==> config.mk <==
export PLATFORM = sky130hd
export DESIGN_NAME = pwmx_multi
export DESIGN_NICKNAME = d
export VERILOG_FILES = /design/src/rtl/pwmx_pkg.sv /design/src/rtl/pwmx_timebase.sv /design/src/rtl/pwmx_outstage.sv /design/src/rtl/pwmx_multi.sv
export SDC_FILE = /design/constraint.sdc
export NUM_CORES = 1
export LEC_CHECK = 0
export BUFFER_PORTS_ARGS = -buffer_cell sky130_fd_sc_hd__buf_2
export CORE_UTILIZATION = 40
export CTS_BUF_LIST = sky130_fd_sc_hd__clkbuf_2
export CTS_CLUSTER_DIAMETER = 150
export DETAILED_ROUTE_END_ITERATION = 8
export SLEW_MARGIN = 20
export SYNTH_ARGS = -nofsm -noshare
export SYNTH_HDL_FRONTEND = slang
export SYNTH_SLANG_ARGS = --single-unit
==> constraint.sdc <==
create_clock -name clk -period 8.1 [get_ports clk]
set_input_delay 2.43 -clock clk [delete_from_list [all_inputs] [get_ports clk]]
set_output_delay 2.43 -clock clk [all_outputs]
set_load 0.03 [all_outputs]
==> src/rtl/pwmx_pkg.sv <==
package pwmx_pkg;
  typedef enum logic [1:0] {
    ALN_RIGHT = 2'b00,
    ALN_LEFT  = 2'b01,
    ALN_CTR   = 2'b10,
    ALN_CTR_B = 2'b11
  } align_e;

  function automatic logic is_center(input logic [1:0] a);
    return a[1];
  endfunction
endpackage

==> src/rtl/pwmx_timebase.sv <==
module pwmx_timebase #(
  parameter int CW = 16
) (
  input  logic          clk,
  input  logic          rst_n,
  input  logic          sync_i,
  input  logic [CW-1:0] period_i,
  input  logic [CW-1:0] width_i,
  input  logic [CW-1:0] phase_i,
  input  logic [1:0]    align_i,
  output logic [CW-1:0] cnt_o,
  output logic [CW-1:0] per_o,
  output logic [CW-1:0] wid_o,
  output logic [1:0]    aln_o,
  output logic          run_o,
  output logic          tc_o
);
  import pwmx_pkg::*;

  localparam logic [CW-1:0] ONE = CW'(1);

  logic [CW-1:0] cnt_q, cnt_n;
  logic [CW-1:0] per_q, per_n;
  logic [CW-1:0] wid_q, wid_n;
  logic [1:0]    aln_q, aln_n;
  logic          up_q, up_n;
  logic          run_q, run_n;
  logic          en;
  logic          tc;
  logic [CW-1:0] per_in_eff;
  logic [CW-1:0] preset;

  // Effective period never drops below one clock.
  assign per_in_eff = (period_i == '0) ? ONE : period_i;
  assign preset     = (phase_i != '0 && phase_i <= per_in_eff) ? phase_i : per_in_eff;

  assign tc = run_q && (is_center(aln_q) ? (up_q && cnt_q == per_q) : (cnt_q == ONE));
  assign en = sync_i | run_q;

  always_comb begin
    cnt_n = cnt_q;
    per_n = per_q;
    wid_n = wid_q;
    aln_n = aln_q;
    up_n  = up_q;
    run_n = run_q;
    if (sync_i) begin
      per_n = per_in_eff;
      wid_n = width_i;
      aln_n = align_i;
      cnt_n = preset;
      up_n  = 1'b0;
      run_n = 1'b1;
    end else if (tc) begin
      per_n = per_in_eff;
      wid_n = width_i;
      aln_n = align_i;
      cnt_n = per_in_eff;
      up_n  = 1'b0;
    end else if (is_center(aln_q) && !up_q && cnt_q == ONE) begin
      up_n  = 1'b1;
    end else if (is_center(aln_q) && up_q) begin
      cnt_n = cnt_q + ONE;
    end else begin
      cnt_n = cnt_q - ONE;
    end
  end

  always_ff @(posedge clk or negedge rst_n) begin
    if (!rst_n) begin
      cnt_q <= '0;
      per_q <= '0;
      wid_q <= '0;
      aln_q <= ALN_RIGHT;
      up_q  <= 1'b0;
      run_q <= 1'b0;
    end else if (en) begin
      cnt_q <= cnt_n;
      per_q <= per_n;
      wid_q <= wid_n;
      aln_q <= aln_n;
      up_q  <= up_n;
      run_q <= run_n;
    end
  end

  assign cnt_o = cnt_q;
  assign per_o = per_q;
  assign wid_o = wid_q;
  assign aln_o = aln_q;
  assign run_o = run_q;
  assign tc_o  = tc;
endmodule

==> src/rtl/pwmx_outstage.sv <==
module pwmx_outstage #(
  parameter int CW = 16
) (
  input  logic          clk,
  input  logic          rst_n,
  input  logic [CW-1:0] cnt_i,
  input  logic [CW-1:0] per_i,
  input  logic [CW-1:0] wid_i,
  input  logic [1:0]    aln_i,
  input  logic          run_i,
  input  logic          tc_i,
  input  logic          irq_sel_i,
  output logic          pwm_o,
  output logic          irq_o
);
  import pwmx_pkg::*;

  localparam int SW = CW + 1;

  logic [SW-1:0] mirror_sum;
  logic          hit;
  logic          pwm;
  logic          prev_q, prev_n;

  assign mirror_sum = {1'b0, cnt_i} + {1'b0, wid_i};

  always_comb begin
    if (align_e'(aln_i) == ALN_LEFT) hit = mirror_sum > {1'b0, per_i};
    else                             hit = cnt_i <= wid_i;
  end

  assign pwm    = run_i & hit;
  assign prev_n = pwm;

  always_ff @(posedge clk or negedge rst_n) begin
    if (!rst_n) prev_q <= 1'b0;
    else        prev_q <= prev_n;
  end

  assign pwm_o = pwm;
  assign irq_o = run_i & (irq_sel_i ? (pwm & ~prev_q) : tc_i);
endmodule

==> src/rtl/pwmx_multi.sv <==
module pwmx_multi #(
  parameter int NCH = 4,
  parameter int CW  = 16
) (
  input  logic              clk,
  input  logic              rst_n,
  input  logic              sync_i,
  input  logic [NCH*CW-1:0] period_i,
  input  logic [NCH*CW-1:0] width_i,
  input  logic [NCH*CW-1:0] phase_i,
  input  logic [NCH*2-1:0]  align_i,
  input  logic [NCH-1:0]    irq_sel_i,
  output logic [NCH-1:0]    pwm_o,
  output logic [NCH-1:0]    irq_o
);
  localparam int AW = 2;

  logic [NCH*CW-1:0] cnt_flat;
  logic [NCH*CW-1:0] per_flat;
  logic [NCH*CW-1:0] wid_flat;
  logic [NCH*AW-1:0] aln_flat;
  logic [NCH-1:0]    run_vec;
  logic [NCH-1:0]    tc_vec;

  for (genvar g = 0; g < NCH; g++) begin : g_ch
    pwmx_timebase #(.CW(CW)) u_tb (
      .clk     (clk),
      .rst_n   (rst_n),
      .sync_i  (sync_i),
      .period_i(period_i[g*CW +: CW]),
      .width_i (width_i[g*CW +: CW]),
      .phase_i (phase_i[g*CW +: CW]),
      .align_i (align_i[g*AW +: AW]),
      .cnt_o   (cnt_flat[g*CW +: CW]),
      .per_o   (per_flat[g*CW +: CW]),
      .wid_o   (wid_flat[g*CW +: CW]),
      .aln_o   (aln_flat[g*AW +: AW]),
      .run_o   (run_vec[g]),
      .tc_o    (tc_vec[g])
    );

    pwmx_outstage #(.CW(CW)) u_out (
      .clk      (clk),
      .rst_n    (rst_n),
      .cnt_i    (cnt_flat[g*CW +: CW]),
      .per_i    (per_flat[g*CW +: CW]),
      .wid_i    (wid_flat[g*CW +: CW]),
      .aln_i    (aln_flat[g*AW +: AW]),
      .run_i    (run_vec[g]),
      .tc_i     (tc_vec[g]),
      .irq_sel_i(irq_sel_i[g]),
      .pwm_o    (pwm_o[g]),
      .irq_o    (irq_o[g])
    );
  end
endmodule

# == Word-level counts from Yosys, hierarchy flattened ==
# Cells that the tools add are included.
# word_totals
input_bits,207
word_cells,220
regBits,212
# op_classes
n_reduce_logical,60
n_eq_ne,16
bitwise,20
n_mux,72
n_addsub,12
order_cmp,12
# ops
op,n
2-to-1 mux 16 bit,40
less-or-equal comparator 16 bit,8
adder 16 x 16 -> 17 bit,4
> comparator 17 x 16 -> 1 bit,4
"adder 16 x 1 -> 16 bit, second input constant",4
"== test 16 x 1 -> 1 bit, second input constant",4
== test 16 bit,4
zero test 16 bit,4
nonzero test 16 bit,4
"subtractor 16 x 1 -> 16 bit, second input constant",4
AND reduction 2 bit,16
logical AND 1 bit,24
2-to-1 mux 1 bit,24
2-to-1 mux 2 bit,8
bitwise AND 1 bit,12
"!= test 3 x 2 -> 1 bit, second input constant",4
nonzero test 3 bit,4
"== test 2 x 1 -> 1 bit, second input constant",4
nonzero test 2 bit,4
zero test 1 bit,4
NOT 1 bit,4
OR 1 bit,4

# == Depth between registers and ports, before layout ==
# logic_depth
ltp_word,7
depth_mapped,20
depth_no_buf,19

# == By module ==
# Synthesis repeated with hierarchy kept, for this count alone.
# hier_totals
cells_unflattened,2496
area_unflattened_um2,21214.1
# modules_own_cells
mod,n_inst,area_each_um2,cells_each
pwmx_timebase at g_ch[0].u_tb ...,3,3563.4,383
pwmx_timebase at g_ch[3].u_tb,1,3577.2,393
pwmx_outstage at g_ch[3].u_out,1,1796.7,238
pwmx_outstage at g_ch[2].u_out,1,1729.2,244
pwmx_outstage at g_ch[0].u_out,1,1727.9,242
pwmx_outstage at g_ch[1].u_out,1,1692.9,230

# == Worst setup path after synthesis ==
# No wires, ideal clock.
# synth_timing
path_kind,flip-flop to output port
from,register g_ch[3].u_tb.cnt_q[0]
to,output irq_o[3]
t_arrival_ns,4.138
required_ns,5.670
setup_slack_ns,1.532
stages_incl_launch_ff,21
path_buffers,1
path_cell_list,dfrtp_1 -> ha_1 -> inv_1 -> fa_1 -> o21ba_2 -> o2111a_1 -> o41ai_1 -> nor2b_1 -> o22a_1 -> a21oi_1 -> o21bai_1 -> xnor2_1 -> ha_1 -> a21o_1 -> a21oi_1 -> o21ai_0 -> a21o_1 -> a221oi_1 -> nor3b_1 -> a31o_2 -> buf_4
# synth_via
elab_chain_cells,7
# synth_lines
item,line_no,rtl
from (decl),pwmx_timebase.sv:22,"logic [CW-1:0] cnt_q, cnt_n;"
from (signal assigned),pwmx_timebase.sv:78,cnt_q <= cnt_n;
adder 16 x 16 -> 17 bit,pwmx_outstage.sv:25,"assign mirror_sum = {1'b0, cnt_i} + {1'b0, wid_i};"
> comparator 17 x 16 -> 1 bit,pwmx_outstage.sv:28,"if (align_e'(aln_i) == ALN_LEFT) hit = mirror_sum > {1'b0, per_i};"
2-to-1 mux 1 bit (*),pwmx_outstage.sv:28,
bitwise AND 1 bit (*),pwmx_outstage.sv:32,assign pwm = run_i & hit;
net g_ch[3].u_out.pwm_o,pwmx_outstage.sv:13,"output logic pwm_o,"
bitwise AND 1 bit (*),pwmx_outstage.sv:41,assign irq_o = run_i & (irq_sel_i ? (pwm & ~prev_q) : tc_i);
2-to-1 mux 1 bit (*),pwmx_outstage.sv:41,
bitwise AND 1 bit (*),pwmx_outstage.sv:41,
to (decl),pwmx_multi.sv:14,output logic [NCH-1:0] irq_o
# The timed path passes the listed nets; every way through them passes the cells marked *.

# == Worst setup path after layout ==
# layout_timing
from,register g_ch[2].u_tb.cnt_q[1]
to,output irq_o[2]
# layout_via
elab_chain_cells,7
# layout_lines
item,line_no
from (decl),pwmx_timebase.sv:22
from (signal assigned),pwmx_timebase.sv:78
adder 16 x 16 -> 17 bit,pwmx_outstage.sv:25
> comparator 17 x 16 -> 1 bit,pwmx_outstage.sv:28
2-to-1 mux 1 bit,pwmx_outstage.sv:28
bitwise AND 1 bit,pwmx_outstage.sv:32
bitwise AND 1 bit,pwmx_outstage.sv:41
2-to-1 mux 1 bit (*),pwmx_outstage.sv:41
bitwise AND 1 bit (*),pwmx_outstage.sv:41
# Every way passes the cells marked *; elsewhere a longest branch is shown, timed or not.

==> results.yml <==
status:
  status: "completed"
final_layout:
  drive_gt1_frac: 0.154
  layout_common_cells: "inv_1 (274), ha_1 (267), nand2_1 (254)"
  multi_input_comb_area_um2: 13600
  postLayoutCoreUtil: 0.451
  seq_area_um2: 5310
  instances_no_fill: 3446
  final_common_cell: "inv_1"
  synthToLayoutAreaGrowth_pct: 11.3
  nets: 3207
  fillCellCount: 5116
  final_cell_area_um2: 22600
route:
  routedWlPerCell_um: 18.5
  final_antenna_net_count: 0
  firstDrtPassIters: 6
  first_iter_violations: 1382
  wl_met1_mm: 28.6
  drc: 0
  met3_length_mm: 4.28
  via_per_inst: 5.60
  wl_met2_mm: 28.9
  routed-via-count: 19300
  finalWirelength_mm: 63.7
  routed.top_layer: "met4"
sta:
  report.final.slew_viol_count: 0
  fmax_mhz: 129
  period_needed_ps: 7720
  worst_pin_slew_ps: 1110
  relSlewSlack: 0.257
  period_share: 0.954
  hold_viol: 0
  finClkSkew_ps: 69.3
  setup_violations: 0
  whs_ps: 489
setup_path:
  startpoint_type: "flop"
  worst-setup-path-type: "reg -> out"
  reg2reg_from: "g_ch[2].u_tb.cnt_o[1]"
  cp_max_fo: 8
  required_ps: 5670
  worst_setup_path_end_kind: "output port"
  crit_arrival_ps: 5290
  critPathLaunch: "g_ch[2].u_tb.cnt_o[1]"
grt:
  grtUsageTotal: 0.249
  grt_pass1_vias: 18700
  gr-total-overflow: 0
  antenna_found_initial: 2
  grt_max_degree: 104
  grt_pass1_wl_mm: 101
synth:
  ys_seq_elements: 212
  synth_area_um2: 20300
  synth_fp_nets: 3014
  yosysSeqAreaShare: 0.261
  synth.avg_cell_area_um2: 8.02
  synth_ff_type: "dfrtp_1"
  yosysWarningCount: 0
  postSynthCellCount: 2535
  synth_cell_types: 89
  synth_async_sr_flop_share: 1.00
  synth-edff-count: 0
min_path:
  min_path_type: "reg -> reg"
  worstHoldStart: "g_ch[1].u_tb.aln_o[0]"
die:
  fp.dieH_um: 227
  rows: 82
  die_w_um: 227
  io_pins: 215
  start_util: 0.405
  die_area_um2: 51700
  core_area_um2: 50200
power:
  p_clk_frac: 0.207
  p_comb_frac: 0.457
  seqPwrFrac: 0.336
  internal_power_mw: 2.34
  ir_drop_mv: 0.0871
  p_leak_nw: 10.9
  power_density_nw_per_um2: 186
  switching_share: 0.444
  p_switching_mw: 1.87
place:
  dp.cells: 3324
  place_congestion: 0.931
  place_area_um2: 21900
  io_buffers: 214
  hpwl_mm: 48.7
clocking:
  clock_path_buffers: 3
  clk_latency_ps: 1010
  cts-htree-levels: 3
  path_clk_slew_ps: 90
  numClockSinks: 212
  cts_buffers: 71
  cts_tree: "built"
  cts_root_buf: "clkbuf_2"
job:
  drv_cap: 0
[what timing repair did]
| action | in CTS | in global routing |
|---|---|---|
| setup endpoints to repair | 3 | 8 |
| hold endpoints to repair | 0 | 0 |
| resized for setup | 3 | 20 |
| pin swaps | 0 | 3 |
| setup buffers | 0 | 3 |
| hold buffers | 0 | 0 |
[sequential cells by signal, indices dropped and copies added, names as in the netlist]
name	count
g_ch.u_tb.cnt_o	64
g_ch.u_tb.up_q	4
g_ch.u_out.prev_q	4
g_ch.u_tb.per_o	64
g_ch.u_tb.run_o	4
g_ch.u_tb.wid_o	64
g_ch.u_tb.aln_o	8
[kinds of logic after synthesis]
logic type	Yosys count	share of synthesized area
muxes	81	0.0419
DFF	212	0.261
buffers and inverters	390	0.0759
AOI/OAI and AO/OA	625	0.197
and+or+nand+nor	825	0.199
xor gates and xnor gates	130	0.0560
adders and majority gates	272	0.169
[final timing paths]
| check | endpoint | slack (ps) | cells past startpoint |
|---|---|---|---|
| min in group asynchronous | g_ch[3].u_tb.wid_o[2] | 1440 | 1 |
| setup reg to reg | g_ch[2].u_out.prev_q | 4080 | 15 |
| setup / recovery | irq_o[2] | 380 | 17 |
| max in group asynchronous | g_ch[3].u_tb.cnt_o[1] | 5100 | 2 |
| hold / removal | g_ch[1].u_tb.aln_o[0] | 490 | 2 |
| hold reg to reg | g_ch[1].u_tb.aln_o[0] | 490 | 2 |
[layout make-up]
type / instances / area share
Antenna cell: 3 / 0.000332
Clock buffer: 100 / 0.0221
Clock inverter: 16 / 0.00266
Inverter: 275 / 0.0456
Multi-Input combinational cell: 1933 / 0.602
Sequential cell: 212 / 0.235
Tap cell: 672 / 0.0372
Timing Repair Buffer: 235 / 0.0548
[cells in the mapped netlist (all sizes together), types with 14 or more instances]
master | n | area, um2
a21o | 45 | 338
a21oi | 161 | 806
a221oi | 20 | 181
a31oi | 21 | 131
and3 | 18 | 113
buf | 36 | 214
clkbuf | 79 | 297
dfrtp | 212 | 5310
ha | 268 | 3350
inv | 274 | 1030
mux2 | 33 | 372
mux2i | 48 | 480
nand2 | 254 | 953
nand2b | 26 | 163
nand3 | 45 | 225
nand4 | 53 | 332
nor2 | 189 | 712
nor2b | 23 | 144
nor3 | 57 | 285
nor4 | 57 | 363
o211ai | 17 | 128
o21ai | 197 | 986
o221ai | 14 | 123
or3 | 32 | 200
xnor2 | 90 | 788
xor2 | 40 | 350
[critical path, cell delays in order (launching register included)]
cell and delay (ps):
dfrtp_1 480, ha_1 360, nand2b_1 200, a221oi_2 310, o221a_2 260, nor4_1 70, o41ai_2 390, a221oi_1 220
or4b_2 650, nand4_1 90, ha_1 250, nand2_1 80, nor2_1 40, a31oi_1 160, nand2_1 110, a311oi_4 300
a22o_1 190, buf_2 190
[per-layer routing]
layer / vias up / global-route usage
met5: - / 0
met4: 0 / 0.0898
met3: 126 / 0.0479
met2: 705 / 0.399
met1: 9077 / 0.332
li1: 9390 / -
[power groups by stage]
stage / logic, mW / registers [mW] / clock network, mW
6_report: 1.93 / 1.41 / 0.872
5_1_grt: 2.17 / 1.44 / 0.971
4_1_cts: 1.89 / 1.41 / 0.918
3_5_place_dp: 1.87 / 1.43 / 0
3_3_place_gp: 1.83 / 1.43 / 0
2_1_floorplan: 1.47 / 1.30 / 0
[through the flow]
stage	setup TNS (ps)	worst slack [ps]	power [mW]
finish	0	376	4.21
global route	-67.5	-39.4	4.58
CTS	0	12.9	4.22
detailed placement	0	865	3.30
global placement	0	1020	3.25
floorplan	0	1530	2.77
No activity file was read; power rests on OpenSTA's default activity.
